## src/rtl/nv_seq_pkg.sv

```systemverilog
package nv_seq_pkg;
  typedef enum logic [2:0] {
    ST_IDLE,
    ST_GRACE,
    ST_ERASE,
    ST_PROG,
    ST_CLEAR,
    ST_XFER,
    ST_DOWN
  } seq_state_e;
endpackage

```

## src/rtl/nv_seq_timer.sv

```systemverilog
module nv_seq_timer #(
  parameter int unsigned CW = 8
) (
  input  logic          clk_i,
  input  logic          rst_ni,
  input  logic          load_i,
  input  logic [CW-1:0] load_val_i,
  output logic          zero_o
);
  logic [CW-1:0] cnt_q;

  always_ff @(posedge clk_i or negedge rst_ni) begin
    if (!rst_ni)             cnt_q <= '0;
    else if (load_i)         cnt_q <= load_val_i;
    else if (cnt_q != '0)    cnt_q <= cnt_q - 1'b1;
  end

  assign zero_o = (cnt_q == '0);
endmodule

```

## src/rtl/nv_seq_dirty.sv

```systemverilog
module nv_seq_dirty (
  input  logic clk_i,
  input  logic rst_ni,
  input  logic wr_done_i,
  input  logic accept_i,
  input  logic clr_i,
  output logic dirty_o
);
  logic dirty_q;

  always_ff @(posedge clk_i or negedge rst_ni) begin
    if (!rst_ni)                       dirty_q <= 1'b0;
    else if (clr_i)                    dirty_q <= 1'b0;
    else if (wr_done_i && accept_i)    dirty_q <= 1'b1;
  end

  assign dirty_o = dirty_q;

  // completion always leaves the array clean
  a_r6_clear_on_done: assert property (@(posedge clk_i) disable iff (!rst_ni)
    clr_i |=> !dirty_o);
  // a write outside the accepting states changes nothing
  a_r6_ignored_write: assert property (@(posedge clk_i) disable iff (!rst_ni)
    (wr_done_i && !accept_i && !clr_i) |=> $stable(dirty_o));
endmodule

```

## src/rtl/nv_seq_fsm.sv

```systemverilog
module nv_seq_fsm
  import nv_seq_pkg::*;
#(
  parameter int unsigned CW        = 8,
  parameter int unsigned T_GRACE   = 4,
  parameter int unsigned T_ERASE   = 4,
  parameter int unsigned T_PROG    = 4,
  parameter int unsigned T_CLR     = 2,
  parameter int unsigned T_RESTORE = 8,
  parameter int unsigned T_SWRCL   = 4
) (
  input  logic          clk_i,
  input  logic          rst_ni,
  input  logic          vlow_i,
  input  logic          acc_busy_i,
  input  logic          sw_store_i,
  input  logic          sw_recall_i,
  input  logic          pending_i,
  input  logic          zero_i,
  output logic          load_o,
  output logic [CW-1:0] load_val_o,
  output seq_state_e    state_o,
  output logic          done_o
);
  localparam logic [CW-1:0] LD_GRACE = CW'(T_GRACE - 1);
  localparam logic [CW-1:0] LD_ERASE = CW'(T_ERASE - 1);
  localparam logic [CW-1:0] LD_PROG  = CW'(T_PROG - 1);
  localparam logic [CW-1:0] LD_CLR   = CW'(T_CLR - 1);
  localparam logic [CW-1:0] LD_XA    = CW'(T_RESTORE - T_CLR - 1);
  localparam logic [CW-1:0] LD_XS    = CW'(T_SWRCL - T_CLR - 1);

  seq_state_e state_q, state_d;
  logic       auto_q, auto_d;  // current operation was started by power events

  always_comb begin
    state_d    = state_q;
    auto_d     = auto_q;
    load_o     = 1'b0;
    load_val_o = '0;
    unique case (state_q)
      ST_IDLE: begin
        if (sw_recall_i) begin
          state_d = ST_CLEAR; auto_d = 1'b0; load_o = 1'b1; load_val_o = LD_CLR;
        end else if (vlow_i) begin
          if (acc_busy_i) begin
            state_d = ST_GRACE; load_o = 1'b1; load_val_o = LD_GRACE;
          end else if (pending_i) begin
            state_d = ST_ERASE; auto_d = 1'b1; load_o = 1'b1; load_val_o = LD_ERASE;
          end else begin
            state_d = ST_DOWN; auto_d = 1'b1;
          end
        end else if (sw_store_i) begin
          state_d = ST_ERASE; auto_d = 1'b0; load_o = 1'b1; load_val_o = LD_ERASE;
        end
      end
      ST_GRACE: begin
        if (!acc_busy_i || zero_i) begin
          if (pending_i) begin
            state_d = ST_ERASE; auto_d = 1'b1; load_o = 1'b1; load_val_o = LD_ERASE;
          end else begin
            state_d = ST_DOWN; auto_d = 1'b1;
          end
        end
      end
      ST_ERASE: begin
        if (zero_i) begin
          state_d = ST_PROG; load_o = 1'b1; load_val_o = LD_PROG;
        end
      end
      ST_PROG: begin
        if (zero_i) state_d = auto_q ? ST_DOWN : ST_IDLE;
      end
      ST_CLEAR: begin
        if (zero_i) begin
          state_d = ST_XFER; load_o = 1'b1; load_val_o = auto_q ? LD_XA : LD_XS;
        end
      end
      ST_XFER: begin
        if (zero_i) state_d = ST_IDLE;
      end
      ST_DOWN: begin
        if (!vlow_i) begin
          state_d = ST_CLEAR; auto_d = 1'b1; load_o = 1'b1; load_val_o = LD_CLR;
        end
      end
      default: state_d = ST_DOWN;
    endcase
  end

  always_ff @(posedge clk_i or negedge rst_ni) begin
    if (!rst_ni) begin
      state_q <= ST_DOWN;
      auto_q  <= 1'b1;
    end else begin
      state_q <= state_d;
      auto_q  <= auto_d;
    end
  end

  assign state_o = state_q;
  assign done_o  = zero_i && ((state_q == ST_PROG) || (state_q == ST_XFER));

  a_r11_recall_first: assert property (@(posedge clk_i) disable iff (!rst_ni)
    (state_q == ST_IDLE && sw_recall_i) |=> state_q == ST_CLEAR);
  a_r4_no_store_low: assert property (@(posedge clk_i) disable iff (!rst_ni)
    (state_q == ST_IDLE && vlow_i && !pending_i && !sw_recall_i) |=> state_q != ST_ERASE);
  a_r7_grace_release: assert property (@(posedge clk_i) disable iff (!rst_ni)
    (state_q == ST_GRACE && !acc_busy_i) |=> state_q != ST_GRACE);
  a_r5_skip_clean: assert property (@(posedge clk_i) disable iff (!rst_ni)
    (state_q == ST_GRACE && !acc_busy_i && !pending_i) |=> state_q == ST_DOWN);
  a_r12_hold_low: assert property (@(posedge clk_i) disable iff (!rst_ni)
    (state_q == ST_DOWN && vlow_i) |=> state_q == ST_DOWN);
  a_r2_xfer_after_clear: assert property (@(posedge clk_i) disable iff (!rst_ni)
    (state_q == ST_XFER && $past(state_q) != ST_XFER) |-> $past(state_q) == ST_CLEAR);
endmodule

```

## src/rtl/nv_shadow_seq.sv

```systemverilog
module nv_shadow_seq
  import nv_seq_pkg::*;
#(
  parameter int unsigned T_GRACE   = 100,
  parameter int unsigned T_ERASE   = 500000,
  parameter int unsigned T_PROG    = 500000,
  parameter int unsigned T_CLR     = 200,
  parameter int unsigned T_RESTORE = 65000,
  parameter int unsigned T_SWRCL   = 2000
) (
  input  logic clk_i,
  input  logic rst_ni,
  input  logic vlow_i,
  input  logic acc_busy_i,
  input  logic wr_done_i,
  input  logic sw_store_i,
  input  logic sw_recall_i,
  output logic erase_o,
  output logic prog_o,
  output logic clear_o,
  output logic xfer_o,
  output logic busy_o,
  output logic io_off_o,
  output logic wr_block_o,
  output logic dirty_o
);
  localparam int unsigned M1   = (T_ERASE > T_PROG) ? T_ERASE : T_PROG;
  localparam int unsigned M2   = (T_RESTORE > T_SWRCL) ? T_RESTORE : T_SWRCL;
  localparam int unsigned M3   = (M1 > M2) ? M1 : M2;
  localparam int unsigned TMAX = (M3 > T_GRACE) ? M3 : T_GRACE;
  localparam int unsigned CW   = $clog2(TMAX + 1);

  seq_state_e    state;
  logic          load, zero, done, pending, dirty_q;
  logic [CW-1:0] load_val;

  assign pending = dirty_q | wr_done_i;  // write finishing this cycle counts

  nv_seq_fsm #(
    .CW(CW), .T_GRACE(T_GRACE), .T_ERASE(T_ERASE), .T_PROG(T_PROG),
    .T_CLR(T_CLR), .T_RESTORE(T_RESTORE), .T_SWRCL(T_SWRCL)
  ) i_fsm (
    .clk_i, .rst_ni, .vlow_i, .acc_busy_i, .sw_store_i, .sw_recall_i,
    .pending_i(pending), .zero_i(zero), .load_o(load), .load_val_o(load_val),
    .state_o(state), .done_o(done)
  );

  nv_seq_timer #(.CW(CW)) i_timer (
    .clk_i, .rst_ni, .load_i(load), .load_val_i(load_val), .zero_o(zero)
  );

  nv_seq_dirty i_dirty (
    .clk_i, .rst_ni, .wr_done_i,
    .accept_i((state == ST_IDLE) || (state == ST_GRACE)),
    .clr_i(done), .dirty_o(dirty_q)
  );

  assign erase_o    = (state == ST_ERASE);
  assign prog_o     = (state == ST_PROG);
  assign clear_o    = (state == ST_CLEAR);
  assign xfer_o     = (state == ST_XFER);
  assign busy_o     = (state != ST_IDLE) && (state != ST_DOWN);
  assign io_off_o   = (state != ST_IDLE) && (state != ST_GRACE);
  assign wr_block_o = (state != ST_IDLE) || vlow_i;
  assign dirty_o    = dirty_q;

  a_r2_one_phase: assert property (@(posedge clk_i) disable iff (!rst_ni)
    $onehot0({erase_o, prog_o, clear_o, xfer_o}));
  a_r3_prog_after_erase: assert property (@(posedge clk_i) disable iff (!rst_ni)
    $rose(prog_o) |-> $past(erase_o));
endmodule

```

## config.mk

```make
export PLATFORM = sky130hd
export DESIGN_NAME = nv_shadow_seq
export DESIGN_NICKNAME = d
export VERILOG_FILES = /design/src/rtl/nv_seq_pkg.sv /design/src/rtl/nv_seq_timer.sv /design/src/rtl/nv_seq_dirty.sv /design/src/rtl/nv_seq_fsm.sv /design/src/rtl/nv_shadow_seq.sv
export SDC_FILE = /design/constraint.sdc
export NUM_CORES = 1
export LEC_CHECK = 0
export BUFFER_PORTS_ARGS = -buffer_cell sky130_fd_sc_hd__buf_2
export CORE_UTILIZATION = 40
export DETAILED_ROUTE_END_ITERATION = 10
export GPL_TIMING_DRIVEN = 0
export PLACE_DENSITY = 0.68
export SYNTH_ARGS = -nofsm -noshare
export SYNTH_HDL_FRONTEND = slang
export SYNTH_SLANG_ARGS = --single-unit
```

## constraint.sdc

```tcl
create_clock -name clk_i -period 2.8 [get_ports clk_i]
set_input_delay 0.14 -clock clk_i [delete_from_list [all_inputs] [get_ports clk_i]]
set_output_delay 0.14 -clock clk_i [all_outputs]
set_load 0.1 [all_outputs]
```

# Yosys cells after proc, flatten, opt, wreduce, memory -nomap -nowiden
# Cells that the tools add are included.
dict set report op_classes {
  muxes 44
  n_eq_ne 16
  reduce_logical 19
  n_addsub 1
  bitwise_logic 1
}
# cell n
set ops {}
lappend ops {{19-bit two-way mux} 10}
lappend ops {{19-bit case mux with 5 select lines} 1}
lappend ops {{3-bit two-way mux} 12}
lappend ops {{3-bit case mux with 7 select lines} 1}
lappend ops {{19-bit zero test} 1}
lappend ops {{19-bit nonzero test} 1}
lappend ops {{19-bit by 1-bit subtractor with 19-bit output (second input constant)} 1}
lappend ops {{1-bit two-way mux} 16}
lappend ops {{16-bit two-way mux} 1}
lappend ops {{2-bit by 1-bit inequality test with 1-bit output (second input constant)} 5}
lappend ops {{3-bit == test (second input constant)} 3}
lappend ops {{8-bit two-way mux} 1}
lappend ops {{4-bit inequality test (second input constant)} 2}
lappend ops {{7-bit AND reduction} 1}
lappend ops {{3-bit by 2-bit == test with 1-bit output (second input constant)} 2}
lappend ops {{3-bit nonzero test} 2}
lappend ops {{5-bit AND reduction} 1}
lappend ops {{1-bit logical AND} 4}
lappend ops {{1-bit logical OR} 4}
lappend ops {{1-bit case mux with 4 select lines} 1}
lappend ops {{2-bit nonzero test} 2}
lappend ops {{3-bit by 1-bit == test with 1-bit output (second input constant)} 1}
lappend ops {{3-bit zero test} 1}
lappend ops {{3-bit by 1-bit inequality test with 1-bit output (second input constant)} 1}
lappend ops {{6 further kinds} 6}
dict set report word_totals {
  in_bits 7
  output_inout_bits 8
  ff_bits 24
}

# Depth between registers and ports, before layout
dict set report logic_depth {
  word_depth 7
  ltp_mapped 9
  mapped_depth_nobuf 8
}

# Hierarchy
# From an unflattened synthesis, not the netlist that was laid out.
dict set report unflattened {
  cells_unflattened 212
  area_unflattened_um2 1784.2
}
# module instances seq_area_each_um2 area_each_um2 cells_per_inst
set modules_own_cells {}
lappend modules_own_cells {nv_seq_timer 1 475.5 1059.8 110}
lappend modules_own_cells {nv_seq_fsm 1 103.8 620.6 89}
lappend modules_own_cells {nv_shadow_seq 1 0.0 70.1 10}
lappend modules_own_cells {nv_seq_dirty 1 25.0 33.8 3}

# Worst setup path after synthesis
# No wires, ideal clock.
dict set report synth_path {
  kind {flip-flop to flip-flop}
  start {register i_dirty.dirty_q, in the netlist i_dirty.dirty_o}
  end {register i_timer.cnt_q[8]}
  arrival_ns 2.254
  path_stages_with_launch 6
  period_less_slack_ns 2.378
  t_required_ns 2.675
  slack_ns 0.422
  path_cell_list {dfrtp_1 nor4b_1 a2111o_1 o211ai_1 o22ai_1 mux2_2}
}
dict set report synth_between {
  elab_chain_len 7
  word_cells_on_any_way 15
  classes_between {13 x mux; 1 x bitwise; 1 x reduce/logical}
}
# element line_no
set synth_rtl {}
lappend synth_rtl {{from (decl)} nv_seq_dirty.sv:9} ;# logic dirty_q;
lappend synth_rtl {{from (signal assigned)} nv_seq_dirty.sv:12} ;# if (!rst_ni) dirty_q <= 1'b0;
lappend synth_rtl {{from (signal assigned)} nv_seq_dirty.sv:13} ;# else if (clr_i) dirty_q <= 1'b0;
lappend synth_rtl {{from (signal assigned)} nv_seq_dirty.sv:14} ;# else if (wr_done_i && accept_i) dirty_q <= 1'b1;
lappend synth_rtl {{1-bit bitwise OR (*)} nv_shadow_seq.sv:37} ;# assign pending = dirty_q | wr_done_i;
lappend synth_rtl {{19-bit two-way mux or 1-bit two-way mux (tied branches)} {nv_seq_fsm.sv:47, nv_seq_fsm.sv:58}}
lappend synth_rtl {{19-bit two-way mux or 1-bit two-way mux (tied branches)} nv_seq_fsm.sv:45} ;# if (acc_busy_i) begin
lappend synth_rtl {{19-bit two-way mux or 1-bit two-way mux (tied branches)} nv_seq_fsm.sv:44} ;# end else if (vlow_i) begin
lappend synth_rtl {{19-bit two-way mux or 1-bit two-way mux (tied branches)} nv_seq_fsm.sv:42} ;# if (sw_recall_i) begin
lappend synth_rtl {{19-bit case mux with 5 select lines or 1-bit case mux with 4 select lines (tied branches)} nv_seq_fsm.sv:40} ;# unique case (state_q)
lappend synth_rtl {{19-bit two-way mux or 2-bit nonzero test (tied branches)} -}
lappend synth_rtl {{to (signal assigned)} nv_seq_timer.sv:14} ;# else if (load_i) cnt_q <= load_val_i;
lappend synth_rtl {{to (signal assigned)} nv_seq_timer.sv:15} ;# else if (cnt_q != '0) cnt_q <= cnt_q - 1'b1;
lappend synth_rtl {{to (decl)} nv_seq_timer.sv:10} ;# logic [CW-1:0] cnt_q;
# Every way passes the cells marked *; elsewhere a longest branch is shown, timed or not.
# A chain may end at the register's enable or synchronous reset.

# Worst setup path after layout
dict set report layout_path {
  start {register i_timer.cnt_q[0]}
  end {register i_fsm.auto_q}
}
dict set report layout_between {
  elab_chain_len 4
}
# element line_no
set layout_rtl {}
lappend layout_rtl {{19-bit zero test} nv_seq_timer.sv:18} ;# assign zero_o = (cnt_q == '0);
lappend layout_rtl {{1-bit logical OR} nv_seq_fsm.sv:57} ;# if (!acc_busy_i || zero_i) begin
lappend layout_rtl {{2-bit by 1-bit inequality test with 1-bit output (no source line)} -}
lappend layout_rtl {{5-bit AND reduction (no source line)} -}
lappend layout_rtl {{to (signal assigned)} nv_seq_fsm.sv:96} ;# auto_q <= auto_d;
lappend layout_rtl {{to (decl)} nv_seq_fsm.sv:33} ;# logic auto_q, auto_d;
# No other way between the ends.

==> out/results.txt <==
The number of antenna diodes in the final layout is 0. The power density relative to cell area was 1274 nW/µm²; the antenna violation net count after detailed routing was 0. Of the total synthesized cell area, the portion taken by full adders, half adders and majority gates is 0.7616%.

After synthesis, the share of cell area in mux cells is 1.295%. The number of enable-type register cells in the synthesized netlist was 0. TritonCTS built the clock tree. The post-CTS setup buffer count was 0.

The core region is 3799 µm². After synthesis, the cell types taking the most area are dfrtp_1 32%, nand2_1 8.9%, xor2_1 5.3%. Clock period minus worst slack: 2448 ps. The cell taking the most area after synthesis is dfrtp_1. The count of cells along the worst hold path is 3, and the first-pass GRT wire length is 6.513 mm. After layout, the worst path uses 87.43% of the clock period.

Global routing finished with a remaining overflow of 0. During synthesis, Yosys emitted a total of 0 warnings. In this run the static leakage power is 0.8424 nW. The tool flagged a number of max-cap violations equal to 0.

The die height was 66.09 µm; the aggregate global-route resource usage was 19.61%. For the count of H-tree levels built during CTS, the log shows 1. The synthesized area per cell works out to 8.468 µm². The run gives 4367 µm² as the total die area. The run gives 0 as the count of pins over their slew limit. The synthesized design contains 24 register bits. The TritonCTS buffer count is 3. The clock passes through at most 2 buffers.

After technology mapping, the gate count stands at 194. The most common cell in the synthesized netlist is nand2_1. The critical path is of the register to register type. For the pin with the worst max-slew slack, the measured transition is 550.5 ps. Measured along the x axis, the die boundary spans 66.09 µm. Initial antenna violation count: 0. The via count of the first global-routing pass came out at 1365. From synthesis to final layout, the design area changed by 12.57%. After Yosys synthesis, and, or, nand and nor cells account for 33.05% of the synthesized area.

Layout net count: 221. The type of destination of the critical path is a register. For this run, the share of the core covered by cells in the final layout is 48.68%. The share of post-route cells with drive strength above 1 was 18.87%. Port buffering added 13 buffers. Remaining design rule violation count: 0. For this design the top-level I/O count stands at 15. The clock transition at the registers of the reported paths is 90 ps. Across the VDD grid, the largest voltage drop is 0.9915 mV. The worst clock skew came out at 10.70 ps. The maximum number of pins on one net before global-route repair is 25. The placer congestion estimate was 0.9191; the post-synth design cell area was 1643 µm².

Summed over all layers, the routed wires come to 3.669 mm. Summing internal, switching and leakage power gives 2.356 mW. For the net count after synthesis, the log shows 202. Dividing the detail-routed via count by the number of cells gives 5.512.

The area share of the largest cell type after synthesis was 31.99%; the final count of negative-setup-slack endpoints was 0. In the synthesized netlist, the cells that appear most often are 39 x nand2_1, 21 x dfrtp_1, 18 x nor2_1. The HPWL after detailed placement is 2.724 mm.

STA puts the critical path data required time at 3000 ps. Worst hold path class: input pin to register. The floorplan has 22 rows. For the worst setup path, the data arrival time is 2640 ps.

Synthesis instantiated 52 different standard cells from the library. The run finished with clean final reports. Along the worst path, the maximum fanout reaches 10. For this run, asynchronously set or reset flops after synthesis account for 100.0%.

The worst pin sits at a relative slew slack of 63.30%. The logs give 36.79% for the register area share after synthesis and 280 ps for the clock insertion delay at the later pin of the skew report. The tightest hold path in the finished design has a slack of 189.9 ps. The tree is rooted in a clkbuf_8. Summing the areas of all compound-gate instances in the mapped netlist gives 16.37% of the synthesized area. The initial utilization of the core area, before any placement, comes to 43.25%. Derived from the worst setup path, the maximum achievable clock frequency is 0.4085 GHz.

Adding up every negative setup slack in the final design gives 0 ps. The worst setup path is launched from a register. The worst register-to-register path has a depth of 9. Setup repair after global routing left no endpoint under its margin.

For this run, the detailed router's first-pass iteration total came to 4. After clock tree synthesis, the repair step resized 0 gates. The number of hold violations in the final report was 0. In the synthesized netlist the dominant register cell turns out to be dfrtp_1. For the routed via count, the log shows 1433. The post-detailed-route wirelength per cell is 14.11 µm, and the DRC marker count from the first detailed-route iteration is 69.

Post-synthesis xor/xnor area fraction: 8.530%. The tree built by TritonCTS fans out to 24 sinks. The main combinational cell family by area after synthesis is simple AND/OR/NAND/NOR gates.
## worst max-delay path: stages (launching register included)
cell	delay (ps)
dfrtp_1	380
inv_1	100
ha_1	240
nor3b_1	320
nand4_2	230
nor3_2	310
buf_2	310
nor3_1	100
nor3_2	150
mux2i_1	230
## report_power, final
group,leakage (nW),total [mW],switching (mW),internal (mW)
logic,0.517,1.38,0.935,0.447
registers,0.289,0.662,0.151,0.510
clock network,0.0357,0.312,0.120,0.191
## layout make-up
class                           instances  area [µm²]
Inverter                                6       22.52
Multi-Input combinational cell        157       985.9
Clock inverter                          1       30.03
Clock buffer                            3       41.29
Timing Repair Buffer                   14       75.07
Sequential cell                        24       604.3
Buffer                                  7       30.03
Tap cell                               48       60.06
Fill cell                             377        1949
## layer usage
metal  wire [µm]  part of all wire, %  GRT usage [%]  vias to the layer above
met1        1753                   48          25.69                      672
li1            -                    -              -                      716
met5           0                    0              0                        -
met2        1702                   46          31.38                       38
met4          65                  1.8          7.447                        0
met3         148                  4.0          4.138                        7
## path summary, 6_finish.rpt
check,from,endpoint,slack (ps)
worst max-delay path,i_timer.cnt_q[0],i_fsm.auto_q,350
worst min-delay path,wr_done_i,i_dirty.dirty_o,190
worst max register to register,i_timer.cnt_q[0],i_fsm.auto_q,350
worst min register to register,i_timer.cnt_q[1],i_timer.cnt_q[1],540
max in group asynchronous,rst_ni,i_fsm.state_o[2],2060
min in group asynchronous,rst_ni,i_timer.cnt_q[1],360
## registers in the layout, summed over array words and instances, names as in the netlist
signal,count
i_fsm.state_o,3
i_dirty.dirty_o,1
i_timer.cnt_q,19
i_fsm.auto_q,1
## timing repair
action | CTS | global route
hold endpoints to repair | 21 | 0
endpoints found under the setup margin | 0 | 0
hold buffers | 1 | 0
## stage by stage
step                area, µm²  worst slack [ps]  cells
floorplan                1643             421.8    194
finish                   1849             352.0    260
detailed placement       1768             390.0    255
global placement         1768             446.7    255
global route             1849             143.3    260
CTS                      1849             349.2    260
## logic make-up (layout without fill, tap and decap cells)
kind of cell / after synthesis / after routing
flops: 24 / 24
compound gates: 37 / 37
xor+xnor: 16 / 16
fa+ha+maj: 1 / 1
simple gates: 101 / 101
mux: 2 / 2
buf+inv: 13 / 31
## placed cells by master (no fill, tap or decap), drive strengths merged, types with 2 or more instances in the layout
cell type and count:
nand2 40, dfrtp 21, nor2 18, buf 18, xor2 10, o21ai 10
nor3 9, a21oi 8, nand2b 6, inv 6, xnor2 6, nand3 5
nor4 5, clkbuf 5, and2 4, or3 4, o31ai 3, dfstp 3
o211ai 2, o2bb2ai 2, a21boi 2, or4 2, a31oi 2, a221oi 2
No activity file was read; power rests on OpenSTA's default activity.
